[src/rtl/cpd_pkg.sv]
package cpd_pkg;

   // Primary group, taken from port bits 7:6
   typedef enum logic [1:0] {
      GRP_PADCTL = 2'b00,
      GRP_SNDHV  = 2'b01,
      GRP_VIDEO  = 2'b10,
      GRP_UPPER  = 2'b11
   } port_grp_e;

   // Exact-address matches used by the full-decode region
   typedef struct packed {
      logic ioctl_hit;
      logic pad_hit;
      logic fm_hit;
      logic audio_hit;
      logic fm_slot;    // partial-region FM slot (select bit clear)
   } port_match_t;

   typedef struct packed {
      logic psg;
      logic vdata;
      logic vctrl;
      logic ioctl;
      logic fm;
      logic audio;
   } wr_sel_t;

   typedef struct packed {
      logic vdata;
      logic vctrl;
      logic pad;
      logic fm;
   } rd_sel_t;

endpackage

[src/rtl/cpd_classify.sv]
module cpd_classify
   import cpd_pkg::*;
#(
   parameter int unsigned PORT_W        = 8,
   parameter int unsigned NUM_PAD_PAIRS = 2,
   parameter logic [NUM_PAD_PAIRS*PORT_W-1:0] PAD_BASES = 16'hDCC0,
   parameter logic [PORT_W-1:0] IOCTL_BASE = 8'h3E,
   parameter logic [PORT_W-1:0] FM_BASE    = 8'hF0,
   parameter logic [PORT_W-1:0] AUDIO_PORT = 8'hF2,
   parameter int unsigned FM_SLOT_BIT   = 2
) (
   input  logic [PORT_W-1:0] port_addr,
   output port_grp_e         grp,
   output logic              sub,
   output port_match_t       match
);

   localparam int unsigned PAIR_MSB = PORT_W - 1;

   logic [NUM_PAD_PAIRS-1:0] pad_pair_hit;

   // One comparator per pad-read address pair
   genvar gi;
   generate
      for (gi = 0; gi < NUM_PAD_PAIRS; gi++) begin : g_pad_pair
         localparam logic [PORT_W-1:0] BASE = PAD_BASES[gi*PORT_W +: PORT_W];
         assign pad_pair_hit[gi] = (port_addr[PAIR_MSB:1] == BASE[PAIR_MSB:1]);
      end
   endgenerate

   always_comb begin
      grp             = port_grp_e'(port_addr[PORT_W-1 -: 2]);
      sub             = port_addr[0];
      match.ioctl_hit = (port_addr[PAIR_MSB:1] == IOCTL_BASE[PAIR_MSB:1]);
      match.pad_hit   = |pad_pair_hit;
      match.fm_hit    = (port_addr[PAIR_MSB:1] == FM_BASE[PAIR_MSB:1]);
      match.audio_hit = (port_addr == AUDIO_PORT);
      match.fm_slot   = ~port_addr[FM_SLOT_BIT];
   end

endmodule

[src/rtl/cpd_write_path.sv]
module cpd_write_path
   import cpd_pkg::*;
#(
   parameter bit AUDIO_REG_EN = 1'b1
) (
   input  logic        wr_en,
   input  logic        region_full,
   input  logic        fm_present,
   input  port_grp_e   grp,
   input  logic        sub,
   input  port_match_t match,
   output wr_sel_t     sel
);

   always_comb begin
      sel = '0;
      if (wr_en) begin
         unique case (grp)
            GRP_PADCTL: sel.ioctl = ~region_full | match.ioctl_hit;
            GRP_SNDHV:  sel.psg   = 1'b1;
            GRP_VIDEO: begin
               sel.vctrl = sub;
               sel.vdata = ~sub;
            end
            GRP_UPPER: begin
               if (fm_present) begin
                  if (region_full) begin
                     sel.fm    = match.fm_hit;
                     sel.audio = AUDIO_REG_EN & match.audio_hit;
                  end else begin
                     sel.fm    = match.fm_slot;
                  end
               end
            end
            default: sel = '0;
         endcase
      end
   end

endmodule

[src/rtl/cpd_read_path.sv]
module cpd_read_path
   import cpd_pkg::*;
#(
   parameter int unsigned DATA_W       = 8,
   parameter bit          AUDIO_REG_EN = 1'b1
) (
   input  logic              rd_en,
   input  logic              region_full,
   input  logic              fm_present,
   input  logic              pads_off,
   input  port_grp_e         grp,
   input  logic              sub,
   input  port_match_t       match,
   input  logic [1:0]        audio_code,
   input  logic [DATA_W-1:0] vcount_in,
   input  logic [DATA_W-1:0] hcount_in,
   input  logic [DATA_W-1:0] vdata_in,
   input  logic [DATA_W-1:0] vstat_in,
   input  logic [DATA_W-1:0] pad_in,
   input  logic [DATA_W-1:0] fm_in,
   output rd_sel_t           sel,
   output logic [DATA_W-1:0] rd_data
);

   localparam logic [DATA_W-1:0] IDLE_VAL = '1;

   logic [DATA_W-1:0] fm_term;
   logic [DATA_W-1:0] pad_term;
   logic              fm_pick;

   // Partial-region merge: each absent source contributes all ones
   always_comb begin
      fm_pick  = fm_present & match.fm_slot;
      fm_term  = fm_pick  ? fm_in  : IDLE_VAL;
      pad_term = pads_off ? IDLE_VAL : pad_in;
   end

   always_comb begin
      sel     = '0;
      rd_data = IDLE_VAL;
      if (rd_en) begin
         unique case (grp)
            GRP_PADCTL: rd_data = IDLE_VAL;
            GRP_SNDHV:  rd_data = sub ? hcount_in : vcount_in;
            GRP_VIDEO: begin
               sel.vctrl = sub;
               sel.vdata = ~sub;
               rd_data   = sub ? vstat_in : vdata_in;
            end
            GRP_UPPER: begin
               if (region_full) begin
                  if (AUDIO_REG_EN && match.audio_hit) begin
                     rd_data = {{(DATA_W-2){1'b0}}, audio_code};
                  end else if (match.pad_hit && !pads_off) begin
                     sel.pad = 1'b1;
                     rd_data = pad_in;
                  end
               end else begin
                  sel.fm  = fm_pick;
                  sel.pad = ~pads_off;
                  rd_data = fm_term & pad_term;
               end
            end
            default: rd_data = IDLE_VAL;
         endcase
      end
   end

endmodule

[src/rtl/cpd_audio_reg.sv]
module cpd_audio_reg #(
   parameter bit AUDIO_REG_EN = 1'b1
) (
   input  logic       clk,
   input  logic       rst_n,
   input  logic       load,
   input  logic [1:0] code_in,
   output logic [1:0] code,
   output logic       psg_en,
   output logic       fm_en
);

   generate
      if (AUDIO_REG_EN) begin : g_reg
         // Enables are registered together with the code they derive from
         always_ff @(posedge clk or negedge rst_n) begin
            if (!rst_n) begin
               code   <= 2'b00;
               psg_en <= 1'b1;
               fm_en  <= 1'b0;
            end else if (load) begin
               code   <= code_in;
               psg_en <= ~(code_in[1] ^ code_in[0]);
               fm_en  <= code_in[0];
            end
         end
      end else begin : g_fixed
         assign code   = 2'b11;
         assign psg_en = 1'b1;
         assign fm_en  = 1'b1;
      end
   endgenerate

endmodule

[src/rtl/console_port_decoder.sv]
module console_port_decoder
   import cpd_pkg::*;
#(
   parameter int unsigned PORT_W        = 8,
   parameter int unsigned DATA_W        = 8,
   parameter int unsigned NUM_PAD_PAIRS = 2,
   parameter logic [NUM_PAD_PAIRS*PORT_W-1:0] PAD_BASES = 16'hDCC0,
   parameter logic [PORT_W-1:0] IOCTL_BASE = 8'h3E,
   parameter logic [PORT_W-1:0] FM_BASE    = 8'hF0,
   parameter logic [PORT_W-1:0] AUDIO_PORT = 8'hF2,
   parameter int unsigned FM_SLOT_BIT   = 2,
   parameter bit          AUDIO_REG_EN  = 1'b1
) (
   input  logic              clk,
   input  logic              rst_n,
   input  logic [PORT_W-1:0] port_addr,
   input  logic              wr_en,
   input  logic              rd_en,
   input  logic [DATA_W-1:0] wr_data,
   input  logic              region_full,
   input  logic              fm_present,
   input  logic              pads_off,
   input  logic [DATA_W-1:0] vcount_in,
   input  logic [DATA_W-1:0] hcount_in,
   input  logic [DATA_W-1:0] vdata_in,
   input  logic [DATA_W-1:0] vstat_in,
   input  logic [DATA_W-1:0] pad_in,
   input  logic [DATA_W-1:0] fm_in,
   output logic [DATA_W-1:0] rd_data,
   output logic              psg_wr,
   output logic              vdata_wr,
   output logic              vctrl_wr,
   output logic              ioctl_wr,
   output logic              fm_wr,
   output logic              vdata_rd,
   output logic              vctrl_rd,
   output logic              pad_rd,
   output logic              fm_rd,
   output logic              reg_sel,
   output logic              psg_en,
   output logic              fm_en
);

   // Elaboration-time parameter checks
   generate
      if (PORT_W < 3 || FM_SLOT_BIT < 1 || FM_SLOT_BIT >= PORT_W - 2) begin : g_bad_port
         $error("console_port_decoder: PORT_W/FM_SLOT_BIT out of range");
      end
      if (DATA_W < 2) begin : g_bad_data
         $error("console_port_decoder: DATA_W must hold the audio code");
      end
      if (NUM_PAD_PAIRS < 1) begin : g_bad_pads
         $error("console_port_decoder: need at least one pad address pair");
      end
   endgenerate

   port_grp_e   grp;
   logic        sub;
   port_match_t match;
   wr_sel_t     wsel;
   rd_sel_t     rsel;
   logic [1:0]  audio_code;

   cpd_classify #(
      .PORT_W        (PORT_W),
      .NUM_PAD_PAIRS (NUM_PAD_PAIRS),
      .PAD_BASES     (PAD_BASES),
      .IOCTL_BASE    (IOCTL_BASE),
      .FM_BASE       (FM_BASE),
      .AUDIO_PORT    (AUDIO_PORT),
      .FM_SLOT_BIT   (FM_SLOT_BIT)
   ) u_classify (
      .port_addr (port_addr),
      .grp       (grp),
      .sub       (sub),
      .match     (match)
   );

   cpd_write_path #(
      .AUDIO_REG_EN (AUDIO_REG_EN)
   ) u_write (
      .wr_en       (wr_en),
      .region_full (region_full),
      .fm_present  (fm_present),
      .grp         (grp),
      .sub         (sub),
      .match       (match),
      .sel         (wsel)
   );

   cpd_read_path #(
      .DATA_W       (DATA_W),
      .AUDIO_REG_EN (AUDIO_REG_EN)
   ) u_read (
      .rd_en       (rd_en),
      .region_full (region_full),
      .fm_present  (fm_present),
      .pads_off    (pads_off),
      .grp         (grp),
      .sub         (sub),
      .match       (match),
      .audio_code  (audio_code),
      .vcount_in   (vcount_in),
      .hcount_in   (hcount_in),
      .vdata_in    (vdata_in),
      .vstat_in    (vstat_in),
      .pad_in      (pad_in),
      .fm_in       (fm_in),
      .sel         (rsel),
      .rd_data     (rd_data)
   );

   cpd_audio_reg #(
      .AUDIO_REG_EN (AUDIO_REG_EN)
   ) u_audio (
      .clk     (clk),
      .rst_n   (rst_n),
      .load    (wsel.audio),
      .code_in (wr_data[1:0]),
      .code    (audio_code),
      .psg_en  (psg_en),
      .fm_en   (fm_en)
   );

   assign psg_wr   = wsel.psg;
   assign vdata_wr = wsel.vdata;
   assign vctrl_wr = wsel.vctrl;
   assign ioctl_wr = wsel.ioctl;
   assign fm_wr    = wsel.fm;
   assign vdata_rd = rsel.vdata;
   assign vctrl_rd = rsel.vctrl;
   assign pad_rd   = rsel.pad;
   assign fm_rd    = rsel.fm;
   assign reg_sel  = sub;

endmodule

[config.mk]
export PLATFORM = sky130hd
export DESIGN_NAME = console_port_decoder
export DESIGN_NICKNAME = d
export VERILOG_FILES = /design/src/rtl/cpd_pkg.sv /design/src/rtl/cpd_classify.sv /design/src/rtl/cpd_write_path.sv /design/src/rtl/cpd_read_path.sv /design/src/rtl/cpd_audio_reg.sv /design/src/rtl/console_port_decoder.sv
export SDC_FILE = /design/constraint.sdc
export NUM_CORES = 1
export LEC_CHECK = 0
export BUFFER_PORTS_ARGS = -buffer_cell sky130_fd_sc_hd__buf_2
export CAP_MARGIN = 0
export CORE_AREA = 2 2 53 55
export DETAILED_ROUTE_END_ITERATION = 12
export DIE_AREA = 0 0 55 57
export HOLD_SLACK_MARGIN = 0.15
export PLACE_DENSITY_LB_ADDON = 0.08
export REMOVE_ABC_BUFFERS = 1
export SLEW_MARGIN = 20
export SYNTH_ARGS = -nofsm -noshare
export SYNTH_HDL_FRONTEND = slang
export SYNTH_SLANG_ARGS = --single-unit
[constraint.sdc]
create_clock -name clk -period 2.4 [get_ports clk]
set_clock_uncertainty 0.1 [all_clocks]
set_input_delay 0.6 -clock clk [delete_from_list [all_inputs] [get_ports clk]]
set_output_delay 0.6 -clock clk [all_outputs]
set_load 0.1 [all_outputs]
======== Word level (Yosys, flattened, before mapping) ========
Cells that the tools add are included.
storage, ports and cells
  bits of input ports ..................... 71
  flip-flop bits (word level) ............. 4
  output and inout bits ................... 20
  logic and storage cells ................. 47
operators by class
  mux-type cells .......................... 23
  bitwise logic cells ..................... 9
  reductions and logical operators ........ 4
  eq/ne operators ......................... 8
operators with widths
  operator            number
  $mux 8              8
  $pmux 8 s4          1
  $eq 7x7->1 const B  3
  $and 8x8->8         1
  $eq 8x8->1 const B  1
  $mux 1              8
  $mux 2              4
  $eq 7x5->1 const B  1
  $mux 6              1
  $not 1->1           5
  $eq 2x2->1 const B  2
  $mux 4              1
  $eq 2x1->1 const B  1
  $logic_not 2->1     1
  $reduce_or 2->1     1
  $and 1x1->1         1
  $logic_and 1x1->1   1
  $logic_not 1->1     1
  $or 1x1->1          1
  $xor 1x1->1         1

======== Depth between registers and ports, before layout ========
  depth after elaboration ................. 8
  gate-level depth with buffers ........... 6
  gate-level depth less buffers ........... 4

======== By module ========
A second synthesis with hierarchy kept.
second synthesis, totals
  cells, all modules ...................... 120
  area, all modules ....................... 950.9 um^2
modules (own cells, without submodules)
  module          area an instance (um^2)  seq. area each (um^2)  times used  cells an instance
  cpd_read_path   641.9                    0.0                    1           87
  cpd_audio_reg   130.1                    76.3                   1           8
  cpd_classify    100.1                    0.0                    1           14
  cpd_write_path  78.8                     0.0                    1           11

======== Least setup slack after synthesis ========
Ideal clock, no wire load.
  kind .................................... input -> output
  start point ............................. input port port_addr[7]
  end point ............................... output port ioctl_wr
  arrival ................................. 5.599 ns
  required time ........................... 1.700 ns
  stages .................................. 3
  slack ................................... -3.899 ns
  cell sequence ........................... buf_2 buf_1 a2111oi_0
on the way
  longest elaborated chain between the ends .. 4
  elaborated cells between the ends (all ways) .. 5
  those cells by class .................... eq/ne (1); mux (2); bitwise (1); reduce/logical (1)
RTL lines
  element          RTL line                    RTL
  start, declared  console_port_decoder.sv:16  input logic [PORT_W-1:0] port_addr,
  $eq 7x5->1       cpd_classify.sv:34          match.ioctl_hit = (port_addr[PAIR_MSB:1] == IOCTL_BASE[PAIR_MSB:1]);
  $or 1x1->1       cpd_write_path.sv:19        GRP_PADCTL: sel.ioctl = ~region_full | match.ioctl_hit;
  $mux 1 *         cpd_write_path.sv:18        unique case (grp)
  $mux 6 *         cpd_write_path.sv:17        if (wr_en) begin
  end, declared    console_port_decoder.sv:33  output logic ioctl_wr,
Every way passes the cells marked *; elsewhere a longest branch is shown, timed or not.

======== Worst setup path after layout ========
  start point ............................. input port port_addr[2]
  end point ............................... output port rd_data[4]
on the way
  longest elaborated chain between the ends .. 8
  elaborated cells between the ends (all ways) .. 14
  those cells by class .................... eq/ne (3); mux (6); bitwise (3); reduce/logical (2)
RTL lines
  element            RTL line                    RTL
  $eq 7x7->1         cpd_classify.sv:27          assign pad_pair_hit[gi] = (port_addr[PAIR_MSB:1] == BASE[PAIR_MSB:1]);
  $reduce_or 2->1    cpd_classify.sv:35          match.pad_hit = |pad_pair_hit;
  $logic_and 1x1->1  cpd_read_path.sv:54         end else if (match.pad_hit && !pads_off) begin
  $mux 8             cpd_read_path.sv:54
  $mux 8             cpd_read_path.sv:52         if (AUDIO_REG_EN && match.audio_hit) begin
  $mux 8 *           cpd_read_path.sv:51         if (region_full) begin
  $pmux 8 s4 *       cpd_read_path.sv:42         unique case (grp)
  $mux 8 *           cpd_read_path.sv:41         if (rd_en) begin
  end, declared      console_port_decoder.sv:29  output logic [DATA_W-1:0] rd_data,
Marks and branches as above.

==> reports/qor.csv <==
stage,metric,value,unit
run_status,failing checks,negative setup slack,
logic_synthesis,Post-synth top cells,"13 x mux2i_1, 10 x nand2_1, 9 x nor2_1, 8 x o221ai_1, 8 x o22a_1",
power,Int Pwr,298.6,uW
critical_path,arrival time worst endpoint,1.81,ns
drt,TritonRoute pass-1 iters,4,
cts,clock sinks,3,
drt,vias,1321,
placed_design,Placed Area,1679,sq um
logic_synthesis,syn avg cell area,7.441,sq um
cts,worst skew pair latency,0.23,ns
logic_synthesis,Mapped Cells,113,
power,clock network power share,16.3,%
cells_and_area,cell area after layout,2056,sq um
hold_path,Worst Hold Class,register to register,
floorplanning,die height,57,um
cts,"Reg clk slew, reported paths",0.04,ns
drt,drt total wl,3872,um
global_route,number of global-route vias before repair,1323,
cells_and_area,# diodes,0,
flow_run,max-cap violations,0,
cells_and_area,final cell count without fillers,249,
power,Worst VDD drop,332.3,uV
critical_path,CP startpoint kind,primary input,
logic_synthesis,YS warnings,0,
timing,fmax,397.7,MHz
timing,worst rel slew slack,67.94,%
drt,vias per inst,5.305,
global_route,largest net degree at the start of global routing,20,
floorplanning,Die X,55,um
logic_synthesis,most common cell in the netlist,mux2i_1,
floorplanning,Die Area,3135,sq um
logic_synthesis,count of different cell masters after synthesis,36,
cts,CTS Buf Count,3,
cts,H-tree depth,1,
global_route,first-pass GRT wire length,5830,um
timing,Max Slew Vio Count,0,
cells_and_area,sequential cell area,76.32,sq um
placed_design,GP Congestion,0.9009,
floorplanning,Initial Util,32.15,%
critical_path,WP data required,1.70,ns
logic_synthesis,synthesized flop and latch total,3,
logic_synthesis,"EDFF count, synth",0,
critical_path,critical path class,primary input to primary output,
logic_synthesis,"Seq/Total Area, Yosys",9.077,%
logic_synthesis,top post-synthesis cells by area,"mux2i_1 15%, o221ai_1 8.3%, o22a_1 8.3%",
drt,Antenna Nets Post-Route,0,
power,Power per Cell Area,272.8,nW/um^2
cts,Root Buffer,clkbuf_4,
cts,CTS tree,yes,
floorplanning,io pins,91,
cells_and_area,area of the multi-input gates,914.6,sq um
global_route,initial antenna violation count,0,
logic_synthesis,Async SR Flop Fraction,100.0,%
placed_design,Post-DP HPWL,2705,um
placed_design,Placed Instances,239,
timing,Finish-stage setup viols,9,
timing,Final Cycle Share,104.8,%
placed_design,port bufs,84,
logic_synthesis,Synth top area share,15.48,%
timing,clock period minus worst slack,2.515,ns
cells_and_area,ratio of cells with drive above 1 in the final layout,67.43,%
timing,RSZ-0062 raised after global routing,yes,
cells_and_area,fin nets,290,
cts,maximum clock path buffer count,2,
timing,Least-Margin Pin Slew,0.4842,ns
logic_synthesis,largest area contributor in the netlist,mux2i_1,
cells_and_area,Fillers,196,
power,leakage,0.0009473,uW
global_route,Total Routing Usage GR,24.39,%
drt,DR iter-0 viols,14,
drt,DRC violations left,0,
critical_path,crit path max fanout,5,
floorplanning,row count,19,
logic_synthesis,Post-synth top flop,dfrtp_1,
logic_synthesis,Post-Synthesis Cell Area,840.8,sq um
power,Psw,262.2,uW
power,Sw Share,46.75,%
drt,DR WL/cell,15.55,um
cells_and_area,Synth-to-Final Area Change,144.5,%
run_status,status,finished with violations,
timing,fin worst setup slack,-0.1148,ns
power,power share of the combinational group,74.3,%
floorplanning,core area,2615,sq um
global_route,total gr overflow,0,
critical_path,CP endpoint kind,primary output,
timing,"Hold Violations, Final",0,
power,Reg power frac,9.3,%
cell families after synthesis:
kind of cell	count (synthesis)	synth area share, %
AND/OR/NAND/NOR	44	28.72
XOR/XNOR	1	1.042
AO/OA/AOI/OAI	37	34.53
buffers and inverters	12	7.141
flip-flops	3	9.078
multiplexers	16	19.49
flip-flops by register name, indices dropped and copies added, names as in the netlist:
register / cells
u_audio.code: 2
u_audio.psg_en: 1
critical path: stages:
cell and delay, ns:
buf_6 0.12, nor4b_4 0.37, a21boi_4 0.14, buf_6 0.15
o221ai_2 0.06, o2111ai_2 0.17, buf_12 0.21
routing by layer:
layer  global-route usage, %  vias up  part of all wire, %
li1                        -      651                    -
met1                   25.32      611                   36
met2                   48.64       52                   56
met3                   3.141        7                  7.2
met4                   5.575        0                 0.88
met5                       0        -                    0
power groups by stage:
stage	Clock, uW	Combinational [uW]	Sequential [uW]
after floorplan	0	165	56.8
after global placement	0	349	52.9
after detailed placement	0	356	52.9
after CTS	98.2	399	52.3
after global routing	99.5	439	52.4
final	91.6	417	52.4
layout by cell type (no fill, tap or decap), types with 3 or more instances in the layout:
| master | count |
|---|---|
| a21o_1 | 3 |
| a21oi_1 | 5 |
| buf_12 | 17 |
| buf_2 | 58 |
| buf_4 | 21 |
| buf_6 | 10 |
| buf_8 | 4 |
| clkbuf_4 | 3 |
| mux2_1 | 3 |
| mux2i_1 | 13 |
| nand2_1 | 9 |
| nand4_1 | 3 |
| nor2_1 | 8 |
| nor3_2 | 3 |
| o221ai_2 | 6 |
| o22a_1 | 8 |
through the flow:
stage | setup WS [ns] | hold WS (ns) | TNS, ns | util [%] | total power [uW]
floorplan | -3.892 | 0.2044 | -15.89 | - | 222.2
global placement | -0.2493 | 0.2937 | -1.976 | 64.21 | 402.4
detailed placement | -0.3006 | 0.2973 | -2.335 | 64.21 | 408.9
CTS | -0.1149 | 0.4405 | -0.7091 | 74.31 | 549.2
global route | -0.1887 | 0.4436 | -1.380 | 78.61 | 590.4
finish | -0.1148 | 0.4237 | -0.7560 | 78.61 | 560.8
cell type report:
type                    count  area share, %
inverters                   1         0.1826
multi-input cells          98          44.49
flip-flops and latches      3          3.713
clock buffers               4          1.278
repair buffers            112          48.45
well taps                  31          1.887
final timing paths:
kind	start	endpoint	slack, ns	cells after the start
max	port_addr[2]	rd_data[4]	-0.11	7
min	u_audio.code[1]$_DFFE_PN0P_	u_audio.code[1]$_DFFE_PN0P_	0.42	1
max reg2reg	u_audio.code[0]$_DFFE_PN0P_	u_audio.code[0]$_DFFE_PN0P_	1.48	1
min reg2reg	u_audio.code[1]$_DFFE_PN0P_	u_audio.code[1]$_DFFE_PN0P_	0.42	1
max in group asynchronous	rst_n	u_audio.psg_en$_DFFE_PN1P_	1.42	2
min in group asynchronous	rst_n	u_audio.code[1]$_DFFE_PN0P_	0.58	2
timing repair:
action                     4_1_cts  5_1_grt
setup buffers                    3        2
setup endpoints to repair       12       15
gates resized for setup         45       25
pin swaps                       15       11
gates cloned                     0        0
hold endpoints to repair         2        0
hold buffers                     1        0
No activity file was read; power rests on OpenSTA's default activity.
